## config.mk

```make
export PLATFORM = sky130hd
export DESIGN_NAME = gapclk_jitter_fifo
export DESIGN_NICKNAME = d
export VERILOG_FILES = /design/src/rtl/jaf_pkg.sv /design/src/rtl/jaf_ctrl.sv /design/src/rtl/jaf_dpath.sv /design/src/rtl/gapclk_jitter_fifo.sv
export SDC_FILE = /design/constraint.sdc
export NUM_CORES = 1
export LEC_CHECK = 0
export BUFFER_PORTS_ARGS = -buffer_cell sky130_fd_sc_hd__clkbuf_2
export CAP_MARGIN = 20
export CORE_MARGIN = 10
export CORE_UTILIZATION = 55
export CTS_CLUSTER_DIAMETER = 50
export DETAILED_ROUTE_END_ITERATION = 16
export PLACE_DENSITY = 0.73
export SLEW_MARGIN = 10
export SYNTH_ARGS = -nofsm -noshare
export SYNTH_HDL_FRONTEND = slang
export SYNTH_SLANG_ARGS = --single-unit
```

## constraint.sdc

```tcl
create_clock -name clk -period 6 [get_ports clk]
set_input_delay 0.6 -clock clk [delete_from_list [all_inputs] [get_ports clk]]
set_output_delay 0.6 -clock clk [all_outputs]
set_load 0.01 [all_outputs]
```

## src/rtl/jaf_pkg.sv

```systemverilog
package jaf_pkg;
  localparam logic [1:0] PL_OFF = 2'b00;
  localparam logic [1:0] PL_TX  = 2'b01;
  localparam logic [1:0] PL_RX  = 2'b10;

  // control-to-datapath strobes
  typedef struct packed {
    logic recentre;
    logic doWr;
    logic doRd;
    logic deep;
  } jafStrb_t;
endpackage

```

## src/rtl/jaf_ctrl.sv

```systemverilog
module jaf_ctrl import jaf_pkg::*; #(
  parameter int DEPTH_MAX = 64
) (
  input  logic                        clk,
  input  logic                        rstN,
  input  logic                        hwStrap,
  input  logic                        deepSel,
  input  logic [1:0]                  placeSel,
  input  logic                        wrReq,
  input  logic                        rdReq,
  input  logic                        clrErr,
  output jafStrb_t                    strb,
  output logic [$clog2(DEPTH_MAX):0]  fill,
  output logic                        ovfFlag,
  output logic                        udfFlag
);
  localparam int AW   = $clog2(DEPTH_MAX);
  localparam int LW   = AW + 1;
  localparam int DMIN = DEPTH_MAX / 2;

  logic          deepNow, bypass, cfgChg, hold, ovfNow, udfNow;
  logic [LW-1:0] depthNow, halfNow, lvl;
  logic          cfgDeepQ;
  logic [1:0]    cfgPlaceQ;

  assign deepNow  = hwStrap | deepSel;
  assign depthNow = deepNow ? LW'(DEPTH_MAX) : LW'(DMIN);
  assign halfNow  = depthNow >> 1;
  assign bypass   = (placeSel != PL_TX) && (placeSel != PL_RX);
  assign cfgChg   = {deepNow, placeSel} != {cfgDeepQ, cfgPlaceQ};
  assign hold     = bypass | cfgChg;
  assign ovfNow   = !hold & wrReq & !rdReq & (lvl == depthNow);
  assign udfNow   = !hold & rdReq & (lvl == '0);

  always_comb begin
    strb.recentre = hold | ovfNow | udfNow;
    strb.doWr     = wrReq & !strb.recentre;
    strb.doRd     = rdReq & !strb.recentre;
    strb.deep     = deepNow;
  end

  always_ff @(posedge clk or negedge rstN) begin
    if (!rstN) begin
      cfgDeepQ  <= 1'b0;
      cfgPlaceQ <= PL_OFF;
      lvl       <= LW'(DMIN / 2);
      ovfFlag   <= 1'b0;
      udfFlag   <= 1'b0;
    end else begin
      cfgDeepQ  <= deepNow;
      cfgPlaceQ <= placeSel;
      if (strb.recentre) lvl <= halfNow;
      else if (strb.doWr && !strb.doRd) lvl <= lvl + 1'b1;
      else if (strb.doRd && !strb.doWr) lvl <= lvl - 1'b1;
      if (hold) begin
        ovfFlag <= 1'b0;
        udfFlag <= 1'b0;
      end else begin
        ovfFlag <= ovfNow | (ovfFlag & !clrErr);
        udfFlag <= udfNow | (udfFlag & !clrErr);
      end
    end
  end

  assign fill = lvl;

  a_r11_fill_bound: assert property (@(posedge clk) disable iff (!rstN)
    !cfgChg |-> lvl <= depthNow);
  a_r5_ovf_recentre: assert property (@(posedge clk) disable iff (!rstN)
    ovfNow |=> (lvl == $past(halfNow)) && ovfFlag);
  a_r6_udf_sticky: assert property (@(posedge clk) disable iff (!rstN)
    udfNow |=> udfFlag && (lvl == $past(halfNow)));
  a_r12_level_keep: assert property (@(posedge clk) disable iff (!rstN)
    (!strb.recentre && wrReq && rdReq) |=> lvl == $past(lvl));
  a_r9_bypass_clears: assert property (@(posedge clk) disable iff (!rstN)
    bypass |=> !ovfFlag && !udfFlag);
endmodule

```

## src/rtl/jaf_dpath.sv

```systemverilog
module jaf_dpath import jaf_pkg::*; #(
  parameter int DEPTH_MAX = 64,
  parameter int DW        = 2
) (
  input  logic          clk,
  input  logic          rstN,
  input  jafStrb_t      strb,
  input  logic [DW-1:0] wrData,
  output logic [DW-1:0] rdData
);
  localparam int AW   = $clog2(DEPTH_MAX);
  localparam int DMIN = DEPTH_MAX / 2;

  logic [DW-1:0] mem [DEPTH_MAX];
  logic [AW-1:0] wp, rp, mask, half;

  assign mask = strb.deep ? AW'(DEPTH_MAX - 1) : AW'(DMIN - 1);
  assign half = strb.deep ? AW'(DEPTH_MAX / 2) : AW'(DMIN / 2);

  always_ff @(posedge clk or negedge rstN) begin
    if (!rstN) begin
      wp     <= AW'(DMIN / 2);
      rp     <= '0;
      rdData <= '0;
      for (int i = 0; i < DEPTH_MAX; i++) mem[i] <= '0;
    end else if (strb.recentre) begin
      wp     <= half;
      rp     <= '0;
      rdData <= '0;
      for (int i = 0; i < DEPTH_MAX; i++) mem[i] <= '0;
    end else begin
      if (strb.doWr) begin
        mem[wp] <= wrData;
        wp      <= AW'(wp + 1'b1) & mask;
      end
      if (strb.doRd) begin
        rdData <= mem[rp];
        rp     <= AW'(rp + 1'b1) & mask;
      end
    end
  end

  // in the short depth both pointers stay inside the lower half
  a_r2_ptr_range: assert property (@(posedge clk) disable iff (!rstN)
    (!strb.deep && !strb.recentre) |-> (wp < AW'(DMIN)) && (rp < AW'(DMIN)));
endmodule

```

## src/rtl/gapclk_jitter_fifo.sv

```systemverilog
module gapclk_jitter_fifo import jaf_pkg::*; #(
  parameter int DEPTH_MAX = 64,
  parameter int DW        = 2
) (
  input  logic                        clk,
  input  logic                        rstN,
  input  logic                        hwStrap,
  input  logic                        deepSel,
  input  logic [1:0]                  placeSel,
  input  logic                        clrErr,
  input  logic [DW-1:0]               txIn,
  input  logic                        txInEn,
  output logic [DW-1:0]               txOut,
  input  logic [DW-1:0]               rxIn,
  input  logic                        rxInEn,
  output logic [DW-1:0]               rxOut,
  input  logic                        rdEn,
  output logic [$clog2(DEPTH_MAX):0]  fill,
  output logic                        ovfFlag,
  output logic                        udfFlag
);
  jafStrb_t      strb;
  logic          inTx, inRx, wrReq, rdReq;
  logic [DW-1:0] wrData, rdData;

  assign inTx   = placeSel == PL_TX;
  assign inRx   = placeSel == PL_RX;
  assign wrReq  = (inTx & txInEn) | (inRx & rxInEn);
  assign rdReq  = rdEn & (inTx | inRx);
  assign wrData = inTx ? txIn : rxIn;
  assign txOut  = inTx ? rdData : txIn;
  assign rxOut  = inRx ? rdData : rxIn;

  jaf_ctrl #(.DEPTH_MAX(DEPTH_MAX)) u_ctrl (
    .clk(clk), .rstN(rstN), .hwStrap(hwStrap), .deepSel(deepSel),
    .placeSel(placeSel), .wrReq(wrReq), .rdReq(rdReq), .clrErr(clrErr),
    .strb(strb), .fill(fill), .ovfFlag(ovfFlag), .udfFlag(udfFlag)
  );

  jaf_dpath #(.DEPTH_MAX(DEPTH_MAX), .DW(DW)) u_dpath (
    .clk(clk), .rstN(rstN), .strb(strb), .wrData(wrData), .rdData(rdData)
  );
endmodule

```

# Word-level counts from Yosys, hierarchy flattened
# Cells that the tools add are included.
# totals
reg_bits	154
inputBits	14
out_inout_bits	13
wordCells	148
# classes
add_sub_neg	4
order_cmp	3
eq_ne	6
n_mux	25
n_bitwise	24
reduce_logical	14
# ops
operator	count
$mux 128	2
$bwmux 128	1
$mux 6	6
$mux 7	4
$mux 2	8
$ge 7x7->1 const B	2
$not 6->7	2
$add 6x1->6 const B	2
$and 1x1->1	12
$and 6x6->6	2
$bmux 2 s6	1
$demux 2 s6	1
$or 1x1->1	8
$add 7x1->7 const B	1
$eq 7x7->1	1
$logic_not 7->1	1
$lt 7x1->1 const B	1
$sub 7x1->7 const B	1
$logic_not 1->1	6
$logic_and 1x1->1	4
$reduce_bool 2->1	2
$ne 3x3->1	1
$reduce_bool 3->1	1
$eq 2x1->1 const B	1
4 further kinds	5

# Depth between registers and ports, before layout
# logic_depth
word_depth	16
mapped_depth	19

# Modules after synthesis
# A second synthesis with hierarchy kept.
# hier_totals
cells_unflattened	931
hier_area_um2	8405.6
# modules_own_cells
mod	n_inst	cells_per_inst	area_each_um2
jaf_dpath	1	815	7363.3
jaf_ctrl	1	103	914.6
gapclk_jitter_fifo	1	13	127.6

# Worst setup path after synthesis
# No wires, ideal clock.
# synth_timing
path_kind	input-to-reg
startpoint	input deepSel
endpoint	register u_ctrl.lvl[6] (netlist: u_ctrl.fill[6])
arrival_time_ps	4018
t_required_ps	5923
slack_ps	1905
stages	17
path_buffers	3
cell_sequence	or3_1 -> a2111o_1 -> nand2b_1 -> nand2b_1 -> buf_2 -> buf_6 -> buf_2 -> nor2_1 -> ha_1 -> inv_1 -> ha_1 -> nor2b_1 -> o21ai_0 -> a21boi_0 -> or3_1 -> a31o_2 -> a21oi_1
# synth_between
elab_chain_cells	15
word_cells_on_any_way	23
# synth_rtl
item	line	text
from (decl)	gapclk_jitter_fifo.sv:8	input logic deepSel,
$or 1x1->1 (*)	jaf_ctrl.sv:26	assign deepNow = hwStrap | deepSel;
$ne 3x3->1	jaf_ctrl.sv:30	assign cfgChg = {deepNow, placeSel} != {cfgDeepQ, cfgPlaceQ};
$or 1x1->1	jaf_ctrl.sv:31	assign hold = bypass | cfgChg;
$logic_not 1->1	jaf_ctrl.sv:32, jaf_ctrl.sv:33	
$and 1x1->1 (3 in series)	jaf_ctrl.sv:32	assign ovfNow = !hold & wrReq & !rdReq & (lvl == depthNow);
$or 1x1->1	jaf_ctrl.sv:36	strb.recentre = hold | ovfNow | udfNow;
$or 1x1->1 (*)	jaf_ctrl.sv:36	
$logic_not 1->1	jaf_ctrl.sv:37, jaf_ctrl.sv:38	
$and 1x1->1	jaf_ctrl.sv:38	strb.doRd = rdReq & !strb.recentre;
$logic_not 1->1	jaf_ctrl.sv:53	else if (strb.doWr && !strb.doRd) lvl <= lvl + 1'b1;
$logic_and 1x1->1	jaf_ctrl.sv:53	
$mux 7	jaf_ctrl.sv:53	
$mux 7	jaf_ctrl.sv:52	if (strb.recentre) lvl <= halfNow;
to (signal assigned)	jaf_ctrl.sv:52	
to (signal assigned)	jaf_ctrl.sv:53	
to (signal assigned)	jaf_ctrl.sv:54	else if (strb.doRd && !strb.doWr) lvl <= lvl - 1'b1;
to (decl)	jaf_ctrl.sv:22	logic [LW-1:0] depthNow, halfNow, lvl;
# Every way passes the cells marked *; elsewhere a longest branch is shown, timed or not.
# A chain may end at the register's enable or synchronous reset.

# Worst setup path after layout
# layout_timing
startpoint	register u_ctrl.cfgDeepQ
endpoint	register u_ctrl.lvl[6] (netlist: u_ctrl.fill[6])
# layout_between
elab_chain_cells	14
word_cells_on_any_way	20
# layout_rtl
item	line	text
from (decl)	jaf_ctrl.sv:23	logic cfgDeepQ;
from (signal assigned)	jaf_ctrl.sv:50	cfgDeepQ <= deepNow;
$ne 3x3->1 (*)	jaf_ctrl.sv:30	
$or 1x1->1 (*)	jaf_ctrl.sv:31	
$logic_not 1->1	jaf_ctrl.sv:32, jaf_ctrl.sv:33	
$and 1x1->1 (3 in series)	jaf_ctrl.sv:32	
$or 1x1->1	jaf_ctrl.sv:36	
$or 1x1->1 (*)	jaf_ctrl.sv:36	
$logic_not 1->1	jaf_ctrl.sv:37, jaf_ctrl.sv:38	
$and 1x1->1	jaf_ctrl.sv:38	
$logic_not 1->1	jaf_ctrl.sv:53	
$logic_and 1x1->1	jaf_ctrl.sv:53	
$mux 7	jaf_ctrl.sv:53	
$mux 7	jaf_ctrl.sv:52	
# Marked as above.

==> results.tsv <==
metric	value	unit
core-area	15200	sq um
die_x	145	microns
antenna_left	0	
multi_input_area	4320	sq um
core.rowCount	45	
worstPathRequired	6340	ps
path_clk_slew	60	ps
drive_gt1_share	17.6	%
grt_max_degree	102	
dieArea	20900	sq um
grt_pass1_vias	6711	
cp-end-kind	flop	
clk_path_buf_depth	2	
r2r_start	u_ctrl.cfgDeepQ$_DFF_PN0_	
place_hpwl	12.7	mm
numClockSinks	154	
place_congestion	0.879	
final.setup.tns	0	ps
fillers	1307	
synth_edf_count	0	
synthCells	939	
crit_path_start_kind	flop	
hold_buffers	0	
n_antenna_cell	0	
finalHoldViolCount	0	
via_per_inst	6.20	
cts_resized	0	
wire_per_inst	19.0	microns
drc	0	
maxCapViolCount	0	
async_flop_share	100	%
synth_cell_type_count	50	
setup_ws	2230	ps
vias	6921	
die_y	145	microns
vdd.ir_drop.worst	244	uV
ys_seq_elements	154	
path_max_fanout	6	
clk-insertion-delay-late	430	ps
final_nets	942	
arrival	4110	ps
syn-num-nets	965	
fin_skew	9.55	ps
tightest_slew	1040	ps
port-buffer-count	26	
syn_area_per_cell	9.11	sq um
setup_violations	0	
drt-total-wl	21.2	mm
start_util	56.3	%
overflow	0	
area_growth	8.79	%
max_freq	265	MHz
ios	27	
fin_crit	3770	ps
drtPass1Iterations	5	
syn-cell-area	8550	sq um
register_area	3860	sq um
clock-root-buffer	clkbuf_16	
synth-seq-area-share	45.1	%
cts_tree	yes	
p_per_area	249	nW/um^2
p_leak	3.53	nW
layout_common_cells	177 x nor2_1, 150 x dfrtp_1, 121 x nor3_1, 84 x a21oi_1, 71 x nand2_1	
critPathKind	reg2reg	
post-route-period-util	62.8	%
ys_warn_count	0	
startpoint	u_ctrl.cfgDeepQ$_DFF_PN0_	
drv_slew	0	
cts_made_buffers	17	
ys.flop_type	dfrtp_1	
pre_cts_slack	1870	ps
htreeDepth	4	
grt_pass1_wl	35.0	mm
antenna_found_initial	0	
drtIter0Drc	739	
status	complete, no violations	
mostFrequentLayoutCell	nor2_1	
max_slew_margin	30.7	%
cts_setup_buffers	0	
grt_usage	21.2	%
rsz0062_at_grt	false	
hold_path.class	in2async	
==> layout make-up <==
type | count | area share [%]
Clock buffer | 23 | 5.35
Clock inverter | 8 | 1.24
Inverter | 10 | 0.403
Multi-Input combinational cell | 693 | 46.4
Sequential cell | 154 | 41.5
Tap cell | 188 | 2.53
Timing Repair Buffer | 40 | 2.60
==> metal layers <==
metal	part of all wire, %	track usage, %	wire length, microns	up-vias
met1	46	29.6	9660	3448
li1	-	-	-	3240
met5	0	0	0	-
met3	5.8	4.53	1230	20
met4	1.2	5.90	254	0
met2	47	32.6	10000	213
==> Yosys cell counts (3+ instances only) <==
| library cell | n | area (sq um) |
|---|---|---|
| dfrtp_1 | 152 | 3800 |
| o21ai_0 | 16 | 80.1 |
| o22ai_1 | 6 | 37.5 |
| a31oi_1 | 5 | 31.3 |
| xnor2_1 | 4 | 35.0 |
| xor2_1 | 8 | 70.1 |
| clkbuf_1 | 58 | 218 |
| a22oi_1 | 9 | 67.6 |
| and3_1 | 3 | 18.8 |
| nand3b_1 | 5 | 37.5 |
| nand4_1 | 7 | 43.8 |
| mux4_2 | 24 | 541 |
| ha_1 | 11 | 138 |
| nor3_2 | 47 | 470 |
| inv_1 | 9 | 33.8 |
| or3_1 | 5 | 31.3 |
| nand2b_1 | 6 | 37.5 |
| nor3b_1 | 5 | 37.5 |
| a21oi_1 | 84 | 420 |
| nand3_1 | 15 | 75.1 |
| nor2_1 | 177 | 664 |
| mux2i_1 | 22 | 220 |
| mux2_2 | 8 | 90.1 |
| buf_2 | 16 | 80.1 |
| nand2_1 | 71 | 267 |
| nor2b_1 | 7 | 43.8 |
| buf_6 | 6 | 67.6 |
| nor3_1 | 124 | 621 |
==> registers in the layout (all words and copies together), names as in the netlist <==
name	count
u_ctrl.cfgDeepQ	1
u_ctrl.cfgPlaceQ	2
u_ctrl.fill	7
u_ctrl.ovfFlag	1
u_ctrl.udfFlag	1
u_dpath.mem	128
u_dpath.rdData	2
u_dpath.rp	6
u_dpath.wp	6
==> stage by stage <==
stage	power [mW]	utilization [%]	hold WS (ps)	area, sq um	cells
finish	2.32	61.2	265	9300	1116
global route	2.39	61.2	324	9300	1116
detailed placement	1.22	57.1	523	8680	1085
global placement	1.22	57.1	513	8680	1085
floorplan	1.16	-	304	8550	939
CTS	2.33	61.1	307	9290	1116
==> kinds of logic after synthesis <==
group,share of synthesized area (%)
AOI/OAI and AO/OA,8.95
xor gates and xnor gates,1.23
adders and majority gates,1.84
buffers and inverters,4.80
DFF,45.1
muxes,10.1
and+or+nand+nor,28.0
==> path summary, 6_finish.rpt <==
kind	endpoint	slack, ps	cells after the start
min reg2reg	u_dpath.mem[65]$_DFFE_PN0P_	530	2
min in group clk	u_ctrl.cfgPlaceQ[0]$_DFF_PN0_	340	1
max	u_ctrl.fill[6]$_DFFE_PN0P_	2230	13
max in group asynchronous	u_dpath.rp[1]$_DFFE_PN0P_	4490	2
max reg2reg	u_ctrl.fill[6]$_DFFE_PN0P_	2230	13
min	u_ctrl.cfgPlaceQ[0]$_DFF_PN0_	260	1
==> critical path, cell delays in order (launching register included) <==
cell and delay [ps]:
dfrtp_1 370, or3_1 300, a2111o_1 450, nand2b_1 190
or2_2 320, ha_1 260, inv_1 190, ha_1 270
nor2b_1 130, o21ai_0 200, a21boi_0 190, or3_1 410
a31o_2 240, a21oi_1 140
==> power breakdown <==
| group | switching, mW | total, mW | leakage, nW | internal [mW] |
|---|---|---|---|---|
| Combinational | 0.113 | 0.146 | 1.10 | 0.0327 |
| Sequential | 0.00964 | 1.05 | 2.13 | 1.04 |
| Clock | 0.413 | 1.12 | 0.309 | 0.704 |
| Total | 0.536 | 2.32 | 3.53 | 1.78 |
(Power assumes the default switching activity.)
